## src/rtl/usb_rx_pkg.sv

```systemverilog
package usb_rx_pkg;

  localparam int CRC5_W  = 5;
  localparam int CRC16_W = 16;
  localparam logic [CRC5_W-1:0]  CRC5_POLY   = 5'b00101;
  localparam logic [CRC5_W-1:0]  CRC5_RESID  = 5'b01100;
  localparam logic [CRC16_W-1:0] CRC16_POLY  = 16'h8005;
  localparam logic [CRC16_W-1:0] CRC16_RESID = 16'h800D;

  // class of a packet identifier, from its two lowest bits
  typedef enum logic [1:0] {
    PK_SPECIAL = 2'b00,
    PK_TOKEN   = 2'b01,
    PK_HAND    = 2'b10,
    PK_DATA    = 2'b11
  } pid_kind_e;

  typedef enum logic [1:0] {
    L_HUNT,
    L_DATA,
    L_EOP1,
    L_EOP2
  } line_state_e;

  function automatic logic pid_known(input logic [7:0] p);
    logic listed;
    listed = (p inside {8'hE1, 8'h69, 8'hA5, 8'h2D, 8'hC3,
                        8'h4B, 8'hD2, 8'h5A, 8'h1E, 8'h3C});
    return listed && (p[7:4] == ~p[3:0]);
  endfunction

endpackage

```

## src/rtl/usb_rx_line.sv

```systemverilog
module usb_rx_line
  import usb_rx_pkg::*;
#(
  parameter int STUFF_LEN = 6,
  parameter int SYNC_LEN  = 8
) (
  input  logic clk,
  input  logic rst,
  input  logic bit_en,
  input  logic rx_dp,
  input  logic rx_se0,
  output logic bit_vld,
  output logic bit_val,
  output logic sop,
  output logic eop,
  output logic eop_bad,
  output logic stuff_err
);

  localparam int OW = $clog2(STUFF_LEN + 1);
  localparam int SW = $clog2(SYNC_LEN);

  line_state_e     state;
  logic [SW-1:0]   sync_pos;
  logic            prev_lvl;
  logic [OW-1:0]   ones;
  logic            sync_want;
  logic            nrzi_one;

  // pattern: alternating K,J,... and a closing K
  assign sync_want = (sync_pos == SW'(SYNC_LEN - 1)) ? 1'b0 : sync_pos[0];
  assign nrzi_one  = (rx_dp == prev_lvl);

  always_ff @(posedge clk) begin
    if (rst) begin
      state     <= L_HUNT;
      sync_pos  <= '0;
      prev_lvl  <= 1'b0;
      ones      <= '0;
      bit_vld   <= 1'b0;
      bit_val   <= 1'b0;
      sop       <= 1'b0;
      eop       <= 1'b0;
      eop_bad   <= 1'b0;
      stuff_err <= 1'b0;
    end else begin
      bit_vld   <= 1'b0;
      sop       <= 1'b0;
      eop       <= 1'b0;
      eop_bad   <= 1'b0;
      stuff_err <= 1'b0;
      if (bit_en) begin
        unique case (state)
          L_HUNT: begin
            if (rx_se0) begin
              sync_pos <= '0;
            end else if (rx_dp == sync_want) begin
              if (sync_pos == SW'(SYNC_LEN - 1)) begin
                state    <= L_DATA;
                sop      <= 1'b1;
                prev_lvl <= 1'b0;
                ones     <= '0;
                sync_pos <= '0;
              end else begin
                sync_pos <= sync_pos + SW'(1);
              end
            end else begin
              sync_pos <= rx_dp ? '0 : SW'(1);
            end
          end
          L_DATA: begin
            if (rx_se0) begin
              state <= L_EOP1;
            end else begin
              prev_lvl <= rx_dp;
              if (ones == OW'(STUFF_LEN)) begin
                ones      <= '0;
                stuff_err <= nrzi_one;
              end else begin
                bit_vld <= 1'b1;
                bit_val <= nrzi_one;
                ones    <= nrzi_one ? ones + OW'(1) : '0;
              end
            end
          end
          L_EOP1: begin
            if (rx_se0) begin
              state <= L_EOP2;
            end else begin
              state   <= L_HUNT;
              eop     <= 1'b1;
              eop_bad <= 1'b1;
            end
          end
          L_EOP2: begin
            state   <= L_HUNT;
            eop     <= 1'b1;
            eop_bad <= rx_se0 | ~rx_dp;
          end
          default: state <= L_HUNT;
        endcase
      end
    end
  end

  // a line bit at a stuffed position is never delivered
  a_r3_stuffed_dropped: assert property (@(posedge clk) disable iff (rst)
    (bit_en && state == L_DATA && !rx_se0 && ones == OW'(STUFF_LEN)) |=> !bit_vld);

  // without a strobe nothing is produced
  a_r12_no_strobe_quiet: assert property (@(posedge clk) disable iff (rst)
    !bit_en |=> (!bit_vld && !sop && !eop && !stuff_err));

  // a packet start always follows an accepted K state
  a_r1_start_after_k: assert property (@(posedge clk) disable iff (rst)
    sop |-> $past(bit_en && !rx_se0 && !rx_dp));

endmodule

```

## src/rtl/usb_rx_crc.sv

```systemverilog
module usb_rx_crc #(
  parameter int          W    = 5,
  parameter logic [W-1:0] POLY = '0
) (
  input  logic         clk,
  input  logic         rst,
  input  logic         init,
  input  logic         en,
  input  logic         din,
  output logic [W-1:0] rem
);

  logic fb;
  assign fb = rem[W-1] ^ din;

  always_ff @(posedge clk) begin
    if (rst || init) begin
      rem <= '1;
    end else if (en) begin
      rem <= {rem[W-2:0], 1'b0} ^ (fb ? POLY : '0);
    end
  end

  // seeding and feeding are never requested together
  a_r8_seed_or_feed: assert property (@(posedge clk) disable iff (rst)
    !(init && en));

  // a seed request leaves all ones in the register
  a_r8_seed_all_ones: assert property (@(posedge clk) disable iff (rst)
    init |=> (rem == '1));

endmodule

```

## src/rtl/usb_rx_pack.sv

```systemverilog
module usb_rx_pack
  import usb_rx_pkg::*;
#(
  parameter int CW = 4
) (
  input  logic               clk,
  input  logic               rst,
  input  logic               bit_vld,
  input  logic               bit_val,
  input  logic               sop,
  input  logic               eop,
  input  logic               eop_bad,
  input  logic               stuff_err,
  input  logic [CRC5_W-1:0]  crc5_rem,
  input  logic [CRC16_W-1:0] crc16_rem,
  output logic               crc_init,
  output logic               crc_en,
  output logic               crc_bit,
  output logic [7:0]         byte_data,
  output logic               byte_vld,
  output logic               pkt_start,
  output logic               pkt_end,
  output logic [3:0]         pid_code,
  output logic               pid_ok,
  output logic               crc_ok,
  output logic               frame_err
);

  logic          in_pkt;
  logic [7:0]    shreg;
  logic [2:0]    bit_cnt;
  logic          pid_done;
  logic          pid_chk;
  logic          err_seen;
  logic [CW-1:0] nbytes;
  logic [7:0]    next_byte;
  logic          crc_pass;

  assign next_byte = {bit_val, shreg[7:1]};
  assign crc_init  = in_pkt && bit_vld && !pid_done && (bit_cnt == 3'd7);
  assign crc_en    = in_pkt && bit_vld && pid_done;
  assign crc_bit   = bit_val;

  always_comb begin
    unique case (pid_kind_e'(pid_code[1:0]))
      PK_TOKEN: crc_pass = (nbytes == CW'(2)) && (crc5_rem == CRC5_RESID);
      PK_DATA:  crc_pass = (nbytes >= CW'(2)) && (crc16_rem == CRC16_RESID);
      default:  crc_pass = (nbytes == '0);
    endcase
  end

  always_ff @(posedge clk) begin
    if (rst) begin
      in_pkt    <= 1'b0;
      shreg     <= '0;
      bit_cnt   <= '0;
      pid_done  <= 1'b0;
      pid_chk   <= 1'b0;
      err_seen  <= 1'b0;
      nbytes    <= '0;
      byte_data <= '0;
      byte_vld  <= 1'b0;
      pkt_start <= 1'b0;
      pkt_end   <= 1'b0;
      pid_code  <= '0;
      pid_ok    <= 1'b0;
      crc_ok    <= 1'b0;
      frame_err <= 1'b0;
    end else begin
      byte_vld  <= 1'b0;
      pkt_start <= 1'b0;
      pkt_end   <= 1'b0;
      if (sop) begin
        in_pkt   <= 1'b1;
        bit_cnt  <= '0;
        pid_done <= 1'b0;
        pid_chk  <= 1'b0;
        err_seen <= 1'b0;
        nbytes   <= '0;
      end else if (in_pkt) begin
        if (stuff_err) err_seen <= 1'b1;
        if (bit_vld) begin
          shreg   <= next_byte;
          bit_cnt <= bit_cnt + 3'd1;
          if (bit_cnt == 3'd7) begin
            byte_data <= next_byte;
            byte_vld  <= 1'b1;
            if (!pid_done) begin
              pkt_start <= 1'b1;
              pid_code  <= next_byte[3:0];
              pid_chk   <= pid_known(next_byte);
              pid_done  <= 1'b1;
            end else if (nbytes != '1) begin
              nbytes <= nbytes + CW'(1);
            end
          end
        end
        if (eop) begin
          in_pkt    <= 1'b0;
          pkt_end   <= 1'b1;
          pid_ok    <= pid_done && pid_chk;
          crc_ok    <= pid_done && pid_chk && crc_pass;
          frame_err <= eop_bad || err_seen || stuff_err ||
                       (bit_cnt != 3'd0) || !pid_done;
        end
      end
    end
  end

  // the identifier is always delivered as a byte
  a_r5_start_with_byte: assert property (@(posedge clk) disable iff (rst)
    pkt_start |-> byte_vld);

  // the end strobe never shares a cycle with a byte
  a_r10_end_apart: assert property (@(posedge clk) disable iff (rst)
    pkt_end |-> !byte_vld);

endmodule

```

## src/rtl/usb_fs_rx.sv

```systemverilog
module usb_fs_rx
  import usb_rx_pkg::*;
#(
  parameter int STUFF_LEN = 6,
  parameter int SYNC_LEN  = 8,
  parameter int CW        = 4
) (
  input  logic       clk,
  input  logic       rst,
  input  logic       bit_en,
  input  logic       rx_dp,
  input  logic       rx_se0,
  output logic [7:0] rx_byte,
  output logic       rx_byte_vld,
  output logic       rx_pkt_start,
  output logic       rx_pkt_end,
  output logic [3:0] rx_pid,
  output logic       rx_pid_ok,
  output logic       rx_crc_ok,
  output logic       rx_frame_err
);

  logic bit_vld, bit_val, sop, eop, eop_bad, stuff_err;
  logic crc_init, crc_en, crc_bit;
  logic [CRC5_W-1:0]  crc5_rem;
  logic [CRC16_W-1:0] crc16_rem;

  usb_rx_line #(.STUFF_LEN(STUFF_LEN), .SYNC_LEN(SYNC_LEN)) u_line (
    .clk(clk), .rst(rst), .bit_en(bit_en), .rx_dp(rx_dp), .rx_se0(rx_se0),
    .bit_vld(bit_vld), .bit_val(bit_val), .sop(sop), .eop(eop),
    .eop_bad(eop_bad), .stuff_err(stuff_err)
  );

  usb_rx_crc #(.W(CRC5_W), .POLY(CRC5_POLY)) u_crc5 (
    .clk(clk), .rst(rst), .init(crc_init), .en(crc_en), .din(crc_bit),
    .rem(crc5_rem)
  );

  usb_rx_crc #(.W(CRC16_W), .POLY(CRC16_POLY)) u_crc16 (
    .clk(clk), .rst(rst), .init(crc_init), .en(crc_en), .din(crc_bit),
    .rem(crc16_rem)
  );

  usb_rx_pack #(.CW(CW)) u_pack (
    .clk(clk), .rst(rst), .bit_vld(bit_vld), .bit_val(bit_val), .sop(sop),
    .eop(eop), .eop_bad(eop_bad), .stuff_err(stuff_err),
    .crc5_rem(crc5_rem), .crc16_rem(crc16_rem),
    .crc_init(crc_init), .crc_en(crc_en), .crc_bit(crc_bit),
    .byte_data(rx_byte), .byte_vld(rx_byte_vld), .pkt_start(rx_pkt_start),
    .pkt_end(rx_pkt_end), .pid_code(rx_pid), .pid_ok(rx_pid_ok),
    .crc_ok(rx_crc_ok), .frame_err(rx_frame_err)
  );

endmodule

```

## config.mk

```make
export PLATFORM = sky130hd
export DESIGN_NAME = usb_fs_rx
export DESIGN_NICKNAME = d
export VERILOG_FILES = /design/src/rtl/usb_rx_pkg.sv /design/src/rtl/usb_rx_line.sv /design/src/rtl/usb_rx_crc.sv /design/src/rtl/usb_rx_pack.sv /design/src/rtl/usb_fs_rx.sv
export SDC_FILE = /design/constraint.sdc
export NUM_CORES = 1
export LEC_CHECK = 0
export ABC_CLOCK_PERIOD_IN_PS = 4820
export BUFFER_PORTS_ARGS = -buffer_cell sky130_fd_sc_hd__clkbuf_2
export CAP_MARGIN = 20
export CORE_ASPECT_RATIO = 0.6
export CORE_MARGIN = 4
export CORE_UTILIZATION = 64
export DETAILED_ROUTE_END_ITERATION = 7
export GPL_TIMING_DRIVEN = 0
export PLACE_DENSITY = 0.95
export RECOVER_POWER = 100
export SYNTH_ARGS = -nofsm -noshare
export SYNTH_HDL_FRONTEND = slang
export SYNTH_HIERARCHICAL = 1
export SYNTH_SLANG_ARGS = --single-unit
```

## constraint.sdc

```tcl
create_clock -name clk -period 4.82 [get_ports clk]
set_input_delay 0.241 -clock clk [delete_from_list [all_inputs] [get_ports clk]]
set_output_delay 0.241 -clock clk [all_outputs]
set_load 0.1 [all_outputs]
```

# Word level (Yosys, flattened, before mapping)
# Index checks and enable logic that the tools add are counted.
[word_totals]
ff_bits = 73
output_inout_bits = 18
[op_classes]
n_addsub = 4
magnitude_cmp = 1
eq_ne = 30
mux = 37
bitwise_logic = 18
reduce_logical = 41
[ops]
columns = ["operator", "n"]
rows = [
  ["$eq 8x8->1 const B", 4],
  ["$mux 3", 10],
  ["$eq 8x7->1 const B", 3],
  ["$eq 16x16->1 const B", 1],
  ["$eq 8x6->1 const B", 2],
  ["$mux 16", 1],
  ["$xor 16x16->16", 1],
  ["$mux 1", 15],
  ["$reduce_and 5->1", 3],
  ["$reduce_or 5->1", 3],
  ["$not 1->1", 12],
  ["$reduce_and 4->1", 3],
  ["$mux 2", 5],
  ["$reduce_bool 10->1", 1],
  ["$add 3x1->3 const B", 3],
  ["$eq 3x3->1 const B", 3],
  ["$logic_and 1x1->1", 9],
  ["$reduce_and 3->1", 3],
  ["$eq 8x5->1 const B", 1],
  ["$pmux 1 s2", 4],
  ["$pmux 2 s4", 1],
  ["$reduce_or 4->1", 2],
  ["$eq 2x2->1 const B", 3],
  ["$ne 2x2->1 const B", 3],
  ["other kinds (24)", 35],
]

# Longest topological paths before layout
# Gate-level depths: netlist of run 1.
[depth]
depth_word = 6
depth_mapped = 7
depth_no_buf = 7

# By module
# Netlist of run 1, hierarchy kept.
[by_module_without_submodules]
columns = ["mod", "n_inst", "cells_each", "area_each_um2", "seq_area_each_um2"]
rows = [
  ["usb_rx_pack", 1, 188, 1626.6, 720.7],
  ["usb_rx_line", 1, 77, 720.7, 300.3],
  ["usb_rx_crc (u_crc16)", 1, 58, 601.8, 320.3],
  ["usb_rx_crc (u_crc5)", 1, 20, 217.7, 100.1],
]

# Worst setup path before layout of run 1
# Ideal clock, no wire load.
[synth_timing]
path_type = "register to register"
startpoint = "reg u_pack.pid_code[1]"
endpoint = "reg u_pack.crc_ok"
setup_time_ps = 86
t_arrival_ps = 1516
required_time_ps = 4734
setup_slack_ps = 3217
path_stages_with_launch = 4
period_less_slack_ps = 1603
path_cell_list = "dfxtp_1 and4b_1 nand3_1 a221oi_2"
[synth_via]
elab_chain_cells = 3
elab_cells_between_ends = 4
classes_between = "eq/ne (2); mux (1); reduce/logical (1)"
[synth_lines]
columns = ["item", "line", "rtl"]
rows = [
  ["start: declaration", "usb_rx_pack.sv:23", "output logic [3:0] pid_code,"],
  ["start signal: assignment", "usb_rx_pack.sv:90", "pid_code <= next_byte[3:0];"],
  ["$eq 2x2->1 / $eq 2x1->1 (equally long branches)", "usb_rx_pack.sv:45", "unique case (pid_kind_e'(pid_code[1:0]))"],
  ["$pmux 1 s2 *", "usb_rx_pack.sv:45", ""],
  ["$logic_and 1x1->1 *", "usb_rx_pack.sv:102", "crc_ok <= pid_done && pid_chk && crc_pass;"],
  ["end signal: assignment", "usb_rx_pack.sv:102", ""],
  ["end: declaration", "usb_rx_pack.sv:25", "output logic crc_ok,"],
]
# Mark *: on every way between the ends. The rest lies on a longest branch, timed or not.
# A chain may end at the register's enable or synchronous reset.

# Final worst setup path of run 1
[layout_timing]
startpoint = "reg u_pack.bit_cnt[1]"
endpoint = "reg u_crc16.rem[7]"
[layout_via]
elab_chain_cells = 3
[layout_lines]
columns = ["item", "line", "rtl"]
rows = [
  ["start: declaration", "usb_rx_pack.sv:31", "logic [2:0] bit_cnt;"],
  ["start signal: assignment", "usb_rx_pack.sv:84", "bit_cnt <= bit_cnt + 3'd1;"],
  ["$eq 3x3->1", "usb_rx_pack.sv:40", "assign crc_init = in_pkt && bit_vld && !pid_done && (bit_cnt == 3'd7);"],
  ["$logic_and 1x1->1", "usb_rx_pack.sv:40", ""],
  ["net crc_init", "usb_fs_rx.sv:24", "logic crc_init, crc_en, crc_bit;"],
  ["$logic_or 1x1->1", "usb_rx_crc.sv:17", "if (rst || init) begin"],
  ["end signal: assignment", "usb_rx_crc.sv:20", "rem <= {rem[W-2:0], 1'b0} ^ (fb ? POLY : '0);"],
  ["end: declaration", "usb_rx_crc.sv:10", "output logic [W-1:0] rem"],
]
# The timed path passes the listed nets, and every way through them passes these cells.

==> impl_metrics.yaml, run 1 <==
status:
  outcome: "finished, final reports clean"
global_routing:
  grt_use_total: 0.244
  grt_max_degree: 13
  grt_overflow: 0
  antenna_found_initial: 0
  grt_pass1_wl_um: 12000
  grt_pass1_vias: 2488
drt:
  drtPass1Iterations: 5
  drc: 0
  wl_um: 7390
  vias_per_cell: 5.86
  routedWlPerCell_um: 16.7
  drt_iter0_drc: 208
  vias: 2597
  drtAntennaViolNets: 0
sta:
  min_period_over_period: 0.481
  setup_violations: 0
  max_slew_margin: 0.178
  fin_setup_tns_ns: 0
  hold-worst-slack_ns: 0.170
  fin_skew_ns: 0.00833
  finalHoldViolCount: 0
  rsz0062_at_grt: "false"
  tightest_slew_ns: 1.24
  fin_crit_ns: 2.32
  fmaxAchievable_ghz: 0.432
  drv_slew: 0
critical_path:
  cp.arrival_ns: 2.52
  path_cells: "ha_1 -> ha_1 -> nand4b_1 -> inv_1 -> nor2_1 -> clkbuf_1 -> nand2_1"
  crit_fanout: 10
  path_class: "flop to flop"
  r2r_slack_ns: 2.50
  critPathMaxStageDelay_ns: 0.44
  crit_slowest_cell: "clkbuf_1"
  cp-end-kind: "flop"
  reg2regPathDepth: 7
  r2r-end: "u_crc16/rem[7]"
  cp_common_cell: "ha_1"
  worstReg2RegStart: "u_pack/bit_cnt[1]"
  setup.worst_path.start_class: "flop"
  crit_family: "simple AND/OR/NAND/NOR gates"
  critPathRequiredTime_ns: 5.03
  path_buf_inv: 2
cells_and_area:
  syn_to_final_growth_pct: 9.44
  diodes: 0
  final-instance-count-excl-fill: 443
  drive_gt1_frac: 0.0763
  final_nets: 390
  post-route-util: 0.740
floorplanning:
  io_pins: 23
  rows: 19
  die-area_sq_um: 6170
  die_w_um: 98.8
  core_sq_um: 4680
  chipHeight_um: 62.5
  start_util: 0.676
logic_synthesis:
  synth_edf_count: 0
  async_flop_share: 0
  ys_seq_area_frac: 0.455
  syn_avg_cell_area_sq_um: 9.23
  ys.flop_type: "dfxtp_1"
  synth.distinct_cells: 57
  synth_area_leaders: "dfxtp_1 (46%), mux2i_1 (7.6%), nand2_1 (5.5%)"
  syn-num-nets: 358
  netlist_area_sq_um: 3170
  ys_seq_elements: 72
  synth_top_area_frac: 0.455
  yosysTopAreaCell: "dfxtp_1"
  synthCells: 343
  yosysWarnings: 6
clock_network:
  cts.sinks: 72
  cts_resized: 0
  postCtsHoldBufs: 0
  cts_root_buffer: "clkbuf_8"
  htreeDepth: 3
  post_cts_buffers: 0
  cts_buffers: 9
  tritoncts: "yes"
  clk_latency_ns: 0.35
  cts.clk_slew.worst_paths_ns: 0.07
  ctsLongestPathBuffers: 2
power_and_ir_drop:
  power.density_nw_per_um2: 317
  ir_drop_mv: 0.274
  power_mw: 1.10
  leakagePower_nw: 1.32
placement:
  portBuffers: 21
  dp.final_hpwl_um: 5030
  gp_congestion: 0.864
  post-place-cells: 427
worst_hold_path:
  hp-start: "rx_se0"
  min_to: "u_line/eop_bad"
  hp-class: "input port to flop"
  min_path_cells: 2
job:
  drv_cap: 0
where the power goes:
part           switching [mW]  internal, mW  leakage (nW)
clock                   0.224         0.252        0.0993
combinational          0.0180       0.00816         0.642
sequential           0.000274         0.595         0.581
worst max-delay path by stage:
stage	start	endpoint	cells past startpoint
global route	u_pack/bit_cnt[0]	u_crc16/rem[7]	7
finish	u_pack/bit_cnt[1]	u_crc16/rem[7]	7
floorplan	u_pack/pid_code[1]	u_pack/crc_ok	3
global placement	u_pack/bit_cnt[0]	u_crc16/rem[9]	7
detailed placement	u_pack/bit_cnt[0]	u_crc16/rem[1]	7
CTS	u_pack/bit_cnt[0]	u_crc16/rem[7]	7
layer usage:
metal | routed length, um | GRT usage | up-vias
met5 | 0 | 0 | -
met4 | 176 | 0.109 | 0
met3 | 562 | 0.0624 | 20
met2 | 3270 | 0.365 | 115
met1 | 3380 | 0.331 | 1221
li1 | - | - | 1241
synthesized netlist by cell type, types with 5 or more instances:
cell type / number
dfxtp_1: 72
nand2_1: 46
nor2_1: 30
a21oi_1: 28
mux2i_1: 24
o21ai_0: 14
inv_1: 12
ha_1: 10
nand2b_1: 9
nand3_1: 8
xnor2_1: 8
buf_2: 6
buf_4: 5
nor3_1: 5
state kept, by name, indices dropped and copies added (netlist names), 2 cells and up:
register	flops
u_pack/bit_cnt	3
u_pack/shreg	7
u_line/ones	3
u_line/sync_pos	3
u_pack/nbytes	4
u_pack/byte_data	8
u_line/state	2
u_crc16/rem	16
u_pack/pid_code	4
u_crc5/rem	5
placed cells by master, fill, tap and decap left out, types with 2 or more instances in the layout:
master	netlist	final
nand3b_1	4	4
o211ai_1	2	3
clkbuf_2	0	3
mux2i_1	24	24
nor3_1	5	6
clkbuf_8	0	10
nor4b_1	2	2
ha_1	10	10
o21ai_0	14	14
clkbuf_1	3	27
nand4b_1	3	4
buf_4	5	3
nor2_1	30	31
nand4_1	1	2
o21a_1	2	2
nor3b_1	2	3
xnor2_1	8	8
inv_1	12	12
dfxtp_1	72	72
nand2b_1	9	9
nand2_1	46	46
buf_6	2	2
nor4_1	4	4
a21oi_1	28	28
xor2_1	3	3
and3_1	2	2
a21o_1	2	2
or2_1	2	2
nor2b_1	4	4
clkinv_2	0	2
nand3_1	8	8
buf_2	6	3
kinds of logic (layout without fill, tap and decap cells):
logic type               count (synthesis)  count (layout)  synth area share
AND/OR/NAND/NOR                        138             138             0.234
flip-flops                              72              72             0.455
XOR/XNOR                                12              12            0.0375
AO/OA/AOI/OAI                           58              58             0.111
multiplexers                            24              24            0.0759
buffers and inverters                   29              66            0.0474
adder cells (fa/ha/maj)                 10              10            0.0395
cell type report:
type	instances	area [sq um]
plain buffers	17	93.8
well taps	63	78.8
inverters	12	45.0
clock inverters	5	56.3
flip-flops and latches	72	1440
multi-input cells	242	1530
fillers	325	1220
clock buffers	11	141
repair buffers	21	82.6
per-stage QoR:
stage | setup WS, ns | area (sq um)
5_1_grt | 2.37 | 3470
3_3_place_gp | 3.00 | 3350
6_report | 2.50 | 3470
4_1_cts | 2.89 | 3550
3_5_place_dp | 2.92 | 3350
2_1_floorplan | 3.22 | 3170
No activity file was read; power rests on OpenSTA's default activity.
==> run 2: changes to the inputs <==
- ABC_CLOCK_PERIOD_IN_PS: 4820 -> 2400
- CORE_UTILIZATION: 64 -> 59
- PLACE_DENSITY: 0.95 -> 0.89
- clock period: 4.82 -> 2.4 ns (I/O delays scaled with it)
==> run 2 against run 1 <==
Final cell count rose by 0.68%. Register-to-register slack worse by 2.2 ns. Worst setup slack got worse by 2.2 ns. Largest power group unchanged. Critical path type unchanged.
==> impl_metrics.yaml, run 2 (synthesis results as in run 1) <==
status:
  outcome: "finished, final reports clean"
floorplanning:
  die-area_sq_um: 6640
  rows: 20
  chipHeight_um: 64.8
  io_pins: 23
  core_sq_um: 5130
  start_util: 0.617
  die_w_um: 103
placement:
  post-place-cells: 430
  dp.final_hpwl_um: 4770
  portBuffers: 21
  gp_congestion: 0.845
clock_network:
  post_cts_buffers: 0
  postCtsHoldBufs: 0
  tritoncts: "yes"
  cts.clk_slew.worst_paths_ns: 0.07
  cts_root_buffer: "clkbuf_8"
  htreeDepth: 3
  ctsLongestPathBuffers: 2
  clk_latency_ns: 0.34
  cts_buffers: 9
  cts.sinks: 72
  cts_resized: 0
sta:
  setup_violations: 0
  rsz0062_at_grt: "false"
  tightest_slew_ns: 1.19
  fin_crit_ns: 2.12
  hold-worst-slack_ns: 0.0678
  min_period_over_period: 0.884
  drv_slew: 0
  fmaxAchievable_ghz: 0.471
  fin_setup_tns_ns: 0
  finalHoldViolCount: 0
  fin_skew_ns: 0.0110
  max_slew_margin: 0.211
critical_path:
  crit_fanout: 10
  path_class: "flop to flop"
  setup.worst_path.start_class: "flop"
  cp-end-kind: "flop"
  cp.arrival_ns: 2.33
  reg2regPathDepth: 7
  critPathRequiredTime_ns: 2.61
cells_and_area:
  diodes: 0
  largest_register: "u_crc16/rem"
  final-instance-count-excl-fill: 446
  final_nets: 390
  reg_top3: "u_crc16/rem (16), u_pack/byte_data (8), u_pack/shreg (7)"
  syn_to_final_growth_pct: 9.60
  largest_reg_flops: 16
  final_cell_mix: "dfxtp_1 (72), nand2_1 (46), nor2_1 (31), a21oi_1 (28), clkbuf_1 (27)"
  layout_commonest_cell: "dfxtp_1"
  drive_gt1_frac: 0.0789
global_routing:
  grt_overflow: 0
  grt_use_total: 0.225
  grt_pass1_wl_um: 11600
  grt_max_degree: 13
  grt_pass1_vias: 2455
  antenna_found_initial: 0
drt:
  vias: 2553
  vias_per_cell: 5.72
  drt_iter0_drc: 157
  routedWlPerCell_um: 15.2
  drtPass1Iterations: 5
  drtAntennaViolNets: 0
  drc: 0
  wl_um: 6800
power_and_ir_drop:
  leakagePower_nw: 1.32
  ir_drop_mv: 0.362
  power.density_nw_per_um2: 630
worst_hold_path:
  min_path_cells: 2
  hp-class: "input port to flop"
job:
  drv_cap: 0
## run 2: final timing paths
| kind | startpoint | endpoint | slack [ns] |
|---|---|---|---|
| min reg2reg | u_pack/pid_ok | u_pack/pid_ok | 0.46 |
| max reg2reg | u_pack/bit_cnt[0] | u_crc16/rem[5] | 0.28 |
| max | u_pack/bit_cnt[0] | u_crc16/rem[5] | 0.28 |
| min | rx_se0 | u_line/eop_bad | 0.07 |
## run 2: metrics by stage
step           utilization  power (mW)  instance area, sq um  worst slack (ns)
6_report             0.677        2.18                  3470             0.278
3_5_place_dp         0.654        1.27                  3350             0.508
5_1_grt              0.677        2.27                  3470             0.170
3_3_place_gp         0.654        1.27                  3350             0.560
2_1_floorplan            -        1.26                  3170             0.797
4_1_cts              0.692        2.20                  3550             0.478
## run 2: power by group
group	switching (mW)	total [mW]	internal (mW)
Clock	0.431	0.938	0.507
Combinational	0.0352	0.0518	0.0166
Sequential	0.000657	1.20	1.19
## run 2: layer usage
layer  track usage  share of wire
met1         0.298           0.47
met2         0.356           0.47
met3        0.0667          0.051
met4        0.0671         0.0093
met5             0              0
## run 2: worst max-delay path: stages, from the launching register on
cell and delay [ns]:
dfxtp_1 0.32, ha_1 0.20, ha_1 0.22, nand4b_1 0.29, inv_1 0.14, nor2_1 0.42
buf_2 0.31, nand2_1 0.10
## run 2: cell type report
cell class                      instances  area, sq um
Clock buffer                           11          141
Buffer                                 17         95.1
Multi-Input combinational cell        242         1530
Fill cell                             433         1660
Tap cell                               66         82.6
Timing Repair Buffer                   21         82.6
Sequential cell                        72         1440
Inverter                               12         45.0
Clock inverter                          5         56.3
